<file path="config.mk">
export PLATFORM = sky130hd
export DESIGN_NAME = i2c_cmd_master
export DESIGN_NICKNAME = d
export VERILOG_FILES = /design/src/rtl/i2cm_pkg.sv /design/src/rtl/i2cm_tick.sv /design/src/rtl/i2cm_bit.sv /design/src/rtl/i2cm_ctrl.sv /design/src/rtl/i2c_cmd_master.sv
export SDC_FILE = /design/constraint.sdc
export NUM_CORES = 1
export LEC_CHECK = 0
export BUFFER_PORTS_ARGS = -buffer_cell sky130_fd_sc_hd__buf_2
export CELL_PAD_IN_SITES_DETAIL_PLACEMENT = 1
export CELL_PAD_IN_SITES_GLOBAL_PLACEMENT = 1
export CORE_MARGIN = 2
export CORE_UTILIZATION = 47
export CTS_CLUSTER_SIZE = 25
export DETAILED_ROUTE_END_ITERATION = 6
export PLACE_DENSITY_LB_ADDON = 0.2
export SLEW_MARGIN = 40
export SYNTH_ARGS = -nofsm -noshare
export SYNTH_HDL_FRONTEND = slang
export SYNTH_SLANG_ARGS = --single-unit
</file>
<file path="constraint.sdc">
create_clock -name clk -period 3.75 [get_ports clk]
set_input_delay 0 -clock clk [delete_from_list [all_inputs] [get_ports clk]]
set_output_delay 0 -clock clk [all_outputs]
set_load 0.05 [all_outputs]
</file>
<file path="src/rtl/i2cm_pkg.sv">
package i2cm_pkg;

    // Bit-level operations performed by the bit engine.
    typedef enum logic [1:0] {
        BOP_START = 2'd0,
        BOP_STOP  = 2'd1,
        BOP_WRITE = 2'd2,
        BOP_READ  = 2'd3
    } bop_e;

    // Command-level states of the byte sequencer.
    typedef enum logic [1:0] {
        CS_IDLE  = 2'd0,
        CS_START = 2'd1,
        CS_BITS  = 2'd2,
        CS_STOP  = 2'd3
    } cst_e;

    // Flag positions inside the command word.
    localparam int unsigned CB_W3      = 0;
    localparam int unsigned CB_NOSTART = 1;
    localparam int unsigned CB_NOSTOP  = 2;
    localparam int unsigned CB_FAST    = 3;
    localparam int unsigned CB_DIR     = 24;

    // Status word field positions.
    localparam int unsigned SB_BUSY = 0;
    localparam int unsigned SB_NACK = 1;

endpackage

</file>
<file path="src/rtl/i2cm_tick.sv">
module i2cm_tick #(
    parameter int unsigned CLK_HZ  = 125_000_000,
    parameter int unsigned SLOW_HZ = 99_200,
    parameter int unsigned FAST_HZ = 396_800
) (
    input  logic clk,
    input  logic rst_n,
    input  logic fast,
    input  logic restart,
    output logic tick
);
    localparam int unsigned Q_SLOW_RAW = CLK_HZ / (4 * SLOW_HZ);
    localparam int unsigned Q_FAST_RAW = CLK_HZ / (4 * FAST_HZ);
    localparam int unsigned Q_SLOW     = (Q_SLOW_RAW == 0) ? 1 : Q_SLOW_RAW;
    localparam int unsigned Q_FAST     = (Q_FAST_RAW == 0) ? 1 : Q_FAST_RAW;
    localparam int unsigned Q_MAX      = (Q_SLOW > Q_FAST) ? Q_SLOW : Q_FAST;
    localparam int unsigned CW         = (Q_MAX < 2) ? 1 : $clog2(Q_MAX);
    localparam logic [CW-1:0] LIM_S    = CW'(Q_SLOW - 1);
    localparam logic [CW-1:0] LIM_F    = CW'(Q_FAST - 1);

    typedef struct packed {
        logic [CW-1:0] cnt;
        logic          tick;
    } tick_st_t;

    tick_st_t st_d, st_q;
    logic [CW-1:0] lim;

    always_comb begin
        lim       = fast ? LIM_F : LIM_S;
        st_d      = st_q;
        st_d.tick = 1'b0;
        if (restart) begin
            st_d.cnt = '0;
        end else if (st_q.cnt >= lim) begin
            st_d.cnt  = '0;
            st_d.tick = 1'b1;
        end else begin
            st_d.cnt = st_q.cnt + 1'b1;
        end
    end

    always_ff @(posedge clk or negedge rst_n) begin
        if (!rst_n) st_q <= '0;
        else        st_q <= st_d;
    end

    assign tick = st_q.tick;


    tick_gap_chk: assert property (@(posedge clk) disable iff (!rst_n)
        (st_q.tick && lim != '0) |=> !st_q.tick);

endmodule

</file>
<file path="src/rtl/i2cm_bit.sv">
module i2cm_bit
    import i2cm_pkg::*;
(
    input  logic clk,
    input  logic rst_n,
    input  logic tick,
    input  logic req,
    input  bop_e op,
    input  logic wbit,
    input  logic sda_in,
    output logic scl_low,
    output logic sda_low,
    output logic done,
    output logic rbit
);
    typedef struct packed {
        logic       active;
        logic [1:0] ph;
        bop_e       op;
        logic       scl_low;
        logic       sda_low;
        logic       rbit;
        logic       done;
    } bit_st_t;

    bit_st_t st_d, st_q;

    always_comb begin
        st_d      = st_q;
        st_d.done = 1'b0;
        if (req && !st_q.active) begin
            // quarter 0: place SDA while SCL stays where it is
            st_d.active = 1'b1;
            st_d.ph     = 2'd0;
            st_d.op     = op;
            unique case (op)
                BOP_START: st_d.sda_low = 1'b0;
                BOP_STOP:  st_d.sda_low = 1'b1;
                BOP_WRITE: st_d.sda_low = !wbit;
                default:   st_d.sda_low = 1'b0;
            endcase
        end else if (st_q.active && tick) begin
            if (st_q.ph == 2'd3) begin
                st_d.active = 1'b0;
                st_d.done   = 1'b1;
            end else begin
                st_d.ph = st_q.ph + 2'd1;
                unique case (st_d.ph)
                    2'd1: st_d.scl_low = 1'b0;
                    2'd2: begin
                        if (st_q.op == BOP_START) st_d.sda_low = 1'b1;
                        if (st_q.op == BOP_STOP)  st_d.sda_low = 1'b0;
                    end
                    default: begin
                        if (st_q.op != BOP_STOP) st_d.scl_low = 1'b1;
                        if (st_q.op == BOP_READ) st_d.rbit    = sda_in;
                    end
                endcase
            end
        end
    end

    always_ff @(posedge clk or negedge rst_n) begin
        if (!rst_n) begin
            st_q    <= '0;
            st_q.op <= BOP_START;
        end else begin
            st_q <= st_d;
        end
    end

    assign scl_low = st_q.scl_low;
    assign sda_low = st_q.sda_low;
    assign done    = st_q.done;
    assign rbit    = st_q.rbit;


    sda_hold_chk: assert property (@(posedge clk) disable iff (!rst_n)
        (st_q.active && (st_q.op == BOP_WRITE || st_q.op == BOP_READ)
         && !st_q.scl_low && $past(!st_q.scl_low)) |-> $stable(st_q.sda_low));


    stop_release_chk: assert property (@(posedge clk) disable iff (!rst_n)
        (st_q.active && st_q.op == BOP_STOP && st_q.ph == 2'd3)
        |-> (!st_q.scl_low && !st_q.sda_low));

endmodule

</file>
<file path="src/rtl/i2cm_ctrl.sv">
module i2cm_ctrl
    import i2cm_pkg::*;
(
    input  logic        clk,
    input  logic        rst_n,
    input  logic        cmd_valid,
    input  logic [31:0] cmd_word,
    input  logic        bdone,
    input  logic        brbit,
    output logic        breq,
    output bop_e        bop,
    output logic        bwbit,
    output logic        fast,
    output logic        busy,
    output logic        done,
    output logic        nack_err,
    output logic [7:0]  rd_byte
);
    typedef struct packed {
        cst_e        state;
        logic [31:0] word;
        logic        dir;
        logic        err;
        logic [3:0]  bitn;
        logic [1:0]  bytei;
        logic [7:0]  sh;
        logic [7:0]  rbyte;
        logic        pend;
        logic        req;
        bop_e        op;
        logic        wbit;
        logic        done;
    } ctl_st_t;

    ctl_st_t st_d, st_q;

    logic       nostart, nostop, w3, cur_rd;
    logic [1:0] last_idx;
    logic [7:0] cur_byte;
    logic [2:0] bidx;
    logic       accept_start;

    always_comb begin
        nostart  = st_q.word[CB_NOSTART];
        nostop   = st_q.word[CB_NOSTOP];
        w3       = st_q.word[CB_W3];
        cur_rd   = nostart ? st_q.dir : (st_q.dir && st_q.bytei != 2'd0);
        if (nostart)       last_idx = 2'd0;
        else if (st_q.dir) last_idx = 2'd1;
        else               last_idx = w3 ? 2'd2 : 2'd1;
        unique case (st_q.bytei)
            2'd0:    cur_byte = st_q.word[31:24];
            2'd1:    cur_byte = st_q.word[23:16];
            default: cur_byte = st_q.word[15:8];
        endcase
        bidx = 3'd7 - st_q.bitn[2:0];
        accept_start = (st_q.state == CS_IDLE) && cmd_valid && !cmd_word[CB_NOSTART];
    end

    always_comb begin
        st_d      = st_q;
        st_d.req  = 1'b0;
        st_d.done = 1'b0;
        unique case (st_q.state)
            CS_IDLE: begin
                if (cmd_valid) begin
                    st_d.word  = cmd_word;
                    st_d.pend  = 1'b0;
                    st_d.bytei = 2'd0;
                    st_d.bitn  = 4'd0;
                    if (!cmd_word[CB_NOSTART]) begin
                        st_d.err   = 1'b0;
                        st_d.dir   = cmd_word[CB_DIR];
                        st_d.state = CS_START;
                    end else begin
                        st_d.state = CS_BITS;
                    end
                end
            end
            CS_START: begin
                if (!st_q.pend) begin
                    st_d.req  = 1'b1;
                    st_d.pend = 1'b1;
                    st_d.op   = BOP_START;
                end else if (bdone) begin
                    st_d.pend  = 1'b0;
                    st_d.state = CS_BITS;
                end
            end
            CS_BITS: begin
                if (!st_q.pend) begin
                    st_d.req  = 1'b1;
                    st_d.pend = 1'b1;
                    if (st_q.bitn < 4'd8) begin
                        st_d.op   = cur_rd ? BOP_READ : BOP_WRITE;
                        st_d.wbit = cur_byte[bidx];
                    end else begin
                        // acknowledge slot: slave answers a write, master answers a read
                        st_d.op   = cur_rd ? BOP_WRITE : BOP_READ;
                        st_d.wbit = !w3;
                    end
                end else if (bdone) begin
                    st_d.pend = 1'b0;
                    if (st_q.bitn < 4'd8) begin
                        if (cur_rd) st_d.sh = {st_q.sh[6:0], brbit};
                        st_d.bitn = st_q.bitn + 4'd1;
                    end else if (!cur_rd && brbit) begin
                        st_d.err   = 1'b1;
                        st_d.state = CS_STOP;
                    end else begin
                        if (cur_rd) st_d.rbyte = st_q.sh;
                        if (st_q.bytei == last_idx) begin
                            if (nostop) begin
                                st_d.state = CS_IDLE;
                                st_d.done  = 1'b1;
                            end else begin
                                st_d.state = CS_STOP;
                            end
                        end else begin
                            st_d.bytei = st_q.bytei + 2'd1;
                            st_d.bitn  = 4'd0;
                        end
                    end
                end
            end
            default: begin
                if (!st_q.pend) begin
                    st_d.req  = 1'b1;
                    st_d.pend = 1'b1;
                    st_d.op   = BOP_STOP;
                end else if (bdone) begin
                    st_d.pend  = 1'b0;
                    st_d.state = CS_IDLE;
                    st_d.done  = 1'b1;
                end
            end
        endcase
    end

    always_ff @(posedge clk or negedge rst_n) begin
        if (!rst_n) begin
            st_q       <= '0;
            st_q.state <= CS_IDLE;
            st_q.op    <= BOP_START;
        end else begin
            st_q <= st_d;
        end
    end

    assign breq     = st_q.req;
    assign bop      = st_q.op;
    assign bwbit    = st_q.wbit;
    assign fast     = st_q.word[CB_FAST];
    assign busy     = (st_q.state != CS_IDLE);
    assign done     = st_q.done;
    assign nack_err = st_q.err;
    assign rd_byte  = st_q.rbyte;


    busy_ignore_chk: assert property (@(posedge clk) disable iff (!rst_n)
        (cmd_valid && st_q.state != CS_IDLE) |=> $stable(st_q.word));


    done_pulse_chk: assert property (@(posedge clk) disable iff (!rst_n)
        st_q.done |=> !st_q.done);


    stop_rule_chk: assert property (@(posedge clk) disable iff (!rst_n)
        (st_q.state == CS_STOP) |-> (!st_q.word[CB_NOSTOP] || st_q.err));


    sticky_nack_chk: assert property (@(posedge clk) disable iff (!rst_n)
        (st_q.err && !accept_start) |=> st_q.err);

endmodule

</file>
<file path="src/rtl/i2c_cmd_master.sv">
module i2c_cmd_master
    import i2cm_pkg::*;
#(
    parameter int unsigned CLK_HZ  = 125_000_000,
    parameter int unsigned SLOW_HZ = 99_200,
    parameter int unsigned FAST_HZ = 396_800
) (
    input  logic        clk,
    input  logic        rst_n,
    input  logic        cmd_valid,
    input  logic [31:0] cmd_word,
    output logic        done,
    output logic [31:0] status,
    output logic        scl_oe,
    output logic        sda_oe,
    input  logic        sda_in
);
    logic       tick, breq, bwbit, bdone, brbit, fast, busy, nack_err;
    bop_e       bop;
    logic [7:0] rd_byte;

    i2cm_tick #(
        .CLK_HZ (CLK_HZ),
        .SLOW_HZ(SLOW_HZ),
        .FAST_HZ(FAST_HZ)
    ) u_tick (
        .clk    (clk),
        .rst_n  (rst_n),
        .fast   (fast),
        .restart(breq),
        .tick   (tick)
    );

    i2cm_bit u_bit (
        .clk    (clk),
        .rst_n  (rst_n),
        .tick   (tick),
        .req    (breq),
        .op     (bop),
        .wbit   (bwbit),
        .sda_in (sda_in),
        .scl_low(scl_oe),
        .sda_low(sda_oe),
        .done   (bdone),
        .rbit   (brbit)
    );

    i2cm_ctrl u_ctrl (
        .clk      (clk),
        .rst_n    (rst_n),
        .cmd_valid(cmd_valid),
        .cmd_word (cmd_word),
        .bdone    (bdone),
        .brbit    (brbit),
        .breq     (breq),
        .bop      (bop),
        .bwbit    (bwbit),
        .fast     (fast),
        .busy     (busy),
        .done     (done),
        .nack_err (nack_err),
        .rd_byte  (rd_byte)
    );

    always_comb begin
        status          = '0;
        status[15:8]    = rd_byte;
        status[SB_NACK] = nack_err;
        status[SB_BUSY] = busy;
    end

endmodule

</file>
==> summary.md <==
| Metric | Value |
|---|---|
| Setup Fix Bufs, Post-CTS | 0 |
| Layout area overhead | 15.3% |
| Vias | 2846 |
| Share of the synthesized area in the top cell type | between 40% and 50% |
| Adder-cell share of the synthesized area | 4.87% |
| Placer congestion estimate | approximately 0.81 |
| Syn avg cell area | 11.0 µm² |
| Worst setup margin | 1330 ps |
| Largest area contributor in the netlist | dfrtp_1 |
| Wire length of the first global-routing pass | 14.8 mm |
| XOR/XNOR Fraction of Synth Area | 1.92% |
| Ranking of synthesized cells by area | dfrtp_1 (48%), mux2_2 (8.8%), buf_4 (6.8%) |
| Proportion of synthesized area in mux cells | 14.1% |
| Crit path max fanout | 10 |
| Fmax | slightly above 400 MHz |
| DRC errors left | 0 |
| TritonCTS Buffers | 9 |
| Syn Inst Count | 374 |
| Leakage dissipation | 2.36 nW |
| Avg Vias per Cell | around 5.2 |
| Ys Warns | 0 |
| First drt pass iteration count | 4 |
| Layout cells sized above 1 | between 20% and 30% |
| Max-slew headroom | 50.2% |
| Worst-margin pin slew | 745 ps |
| Placeable Area | 8590 µm² |
| Register area | 1980 µm² |
| RSZ-0062 raised after global routing | no |
| Antenna violations before repair | 0 |
| FF+latch count, synth | 79 |
| Clock Tree Root | clkbuf_8 |
| IO buf count | 44 |
| Vias in the first global route | 3057 |
| CP required | 3990 ps |
| Final Hold Viols | 0 |
| Count leader, synth | dfrtp_1 |
| Clock latency on the worst-skew pair | 350 ps |
| Sequential fraction of the synthesis area | just under 50% |
| Design Area, Final | 4740 µm² |
| Arr. time, crit path | 2660 ps |
| FP Rows | 34 |
| Final period utilization | 64.6% |
| Worst setup EP type | register |
| Max-cap violations | 0 |
| Grt total ovfl | 0 |
| Status | finished clean |
| Initial Utilization | 47.8% |
| Multi-input gate area | 1800 µm² |
| Die ar. | around 9500 µm² |
| Max-slew violation count | 0 |
| Distinct cells, synth | between 50 and 60 |
| Post-DP Area | 4220 µm² |
| Pwr Density | 342 nW/µm² |
| Placed cells | 502 |
| Largest net degree at the start of global routing | 80 |
| Post-synth top cells | dfrtp_1 (79), buf_4 (37), mux2_2 (32), nor2_1 (29), nand2_1 (24) |
| All-layer global routing usage | between 10% and 20% |
| DIE WIDTH | 97.5 µm |
| Die Height | 97.5 µm |
| IO Count | 71 |
| Async set or reset register ratio after synthesis | 100% |
| Post-synth EDFFs | 0 |
| Place WS | 1310 ps |
| CTS tree | built |
| Drt total wl | 8.52 mm |
| Crit Path Category | register to register |
| Setup violators final | 0 |
| Finished Layout Cells | 549 |
| Synth Area in Compound Gates | 10.4% |
| CTS sink cnt | 79 |
| Nets | 488 |
| Worst hold path type | input port to async pin |
| Fillcell total | between 900 and 1000 |
| Startpoint Class | register |
| Post-synthesis cell area | between 4000 and 5000 µm² |
| H-tree depth | 3 |
| Fin crit period | 2420 ps |
| Longest Clk Path Bufs | 2 |
| Final TNS setup | 0 ps |
| DRT antenna net count | 0 |
| Post-DP HPWL | 5.67 mm |
| Synthesized-area fraction occupied by and/or/nand/nor cells | 10.5% |
| Peak VDD IR | 0.000170 V |
| Clk slew on worst S/H paths | 90 ps |
| WL per Instance | 15.5 µm |
| Prevailing post-synth register cell | dfrtp_1 |
| Overall power | 1.62 mW |
| # resized after CTS | 0 |
| Final Skew | approximately 14 ps |
| Largest family of logic cells by synthesized area | multiplexers |
| First DRT Iteration DRCs | 83 |
| Antenna diode count | 0 |
-- power breakdown --
group	internal [mW]	switching, mW	leakage (nW)
logic	0.0349	0.0796	1.25
clock network	0.329	0.322	0.103
registers	0.852	0.000910	1.00
-- repair_timing --
| item | 4_1_cts | 5_1_grt |
|---|---|---|
| hold buffers | 31 | 0 |
| hold endpoints to repair | 111 | 0 |
| setup endpoints to repair | 0 | 0 |
-- flip-flops by register name, summed over array words and instances, names as in the netlist, 2 cells and up --
name,flops
u_ctrl.st_q,43
u_ctrl.bop,2
u_bit.st_q,5
u_ctrl.rd_byte,8
u_tick.st_q,9
-- worst paths after layout --
kind,start,end,slack [ps],cells past startpoint
setup / recovery,u_ctrl.st_q[22],u_ctrl.st_q[18],1330,6
hold / removal,rst_n,u_ctrl.st_q[54],240,2
max in group asynchronous,rst_n,u_ctrl.st_q[42],2990,2
min in group clk,cmd_word[23],u_ctrl.st_q[53],400,3
hold reg to reg,u_ctrl.st_q[53],u_ctrl.st_q[53],490,1
setup reg to reg,u_ctrl.st_q[22],u_ctrl.st_q[18],1330,6
-- worst max-delay path: stages, from the launching register on --
cell and delay [ps]:
dfrtp_1 440, inv_1 90, ha_1 360, nor2b_1 220, nand2b_1 190, nor2b_1 600
mux2_2 410
-- logic make-up after synthesis --
| logic type | count (synthesis) |
|---|---|
| multiplexers | 49 |
| buffers and inverters | 66 |
| adder cells (fa/ha/maj) | 16 |
| AND/OR/NAND/NOR | 91 |
| flip-flops | 79 |
| AO/OA/AOI/OAI | 63 |
| XOR/XNOR | 9 |
| other | 1 |
-- metal layers --
metal	routed length (µm)	vias to the layer above	part of all wire [%]	global-route usage, %
li1	-	1354	-	-
met1	3750	1434	44	24.1
met2	4450	50	52	33.6
met3	241	8	2.8	3.88
met4	87	0	1.0	5.98
met5	0	-	0	0
-- metrics by stage --
stage / hold WS (ps) / utilization (%)
after floorplan: -296 / -
after global placement: 208 / 49.1
after detailed placement: 96.6 / 49.1
after CTS: 281 / 55.1
after global routing: 313 / 55.1
final: 237 / 55.1
-- cells in the final DEF, fill, tap and decap left out, types with 16 or more instances in the layout --
| cell type | instances |
|---|---|
| ha_1 | 16 |
| nand2_1 | 24 |
| o21ai_0 | 16 |
| dlygate4sd3_1 | 31 |
| buf_2 | 43 |
| nor2_1 | 29 |
| conb_1 | 22 |
| mux2_2 | 32 |
| dfrtp_1 | 79 |
| inv_1 | 19 |
-- cell type report --
class / count / area share, %
Timing Repair Buffer: 76 / 11.5
Clock inverter: 6 / 1.45
Multi-Input combinational cell: 250 / 38.0
Clock buffer: 10 / 2.90
Sequential cell: 79 / 41.7
Tap cell: 108 / 2.85
Inverter: 20 / 1.58
Power figures use the tool's default switching activity.
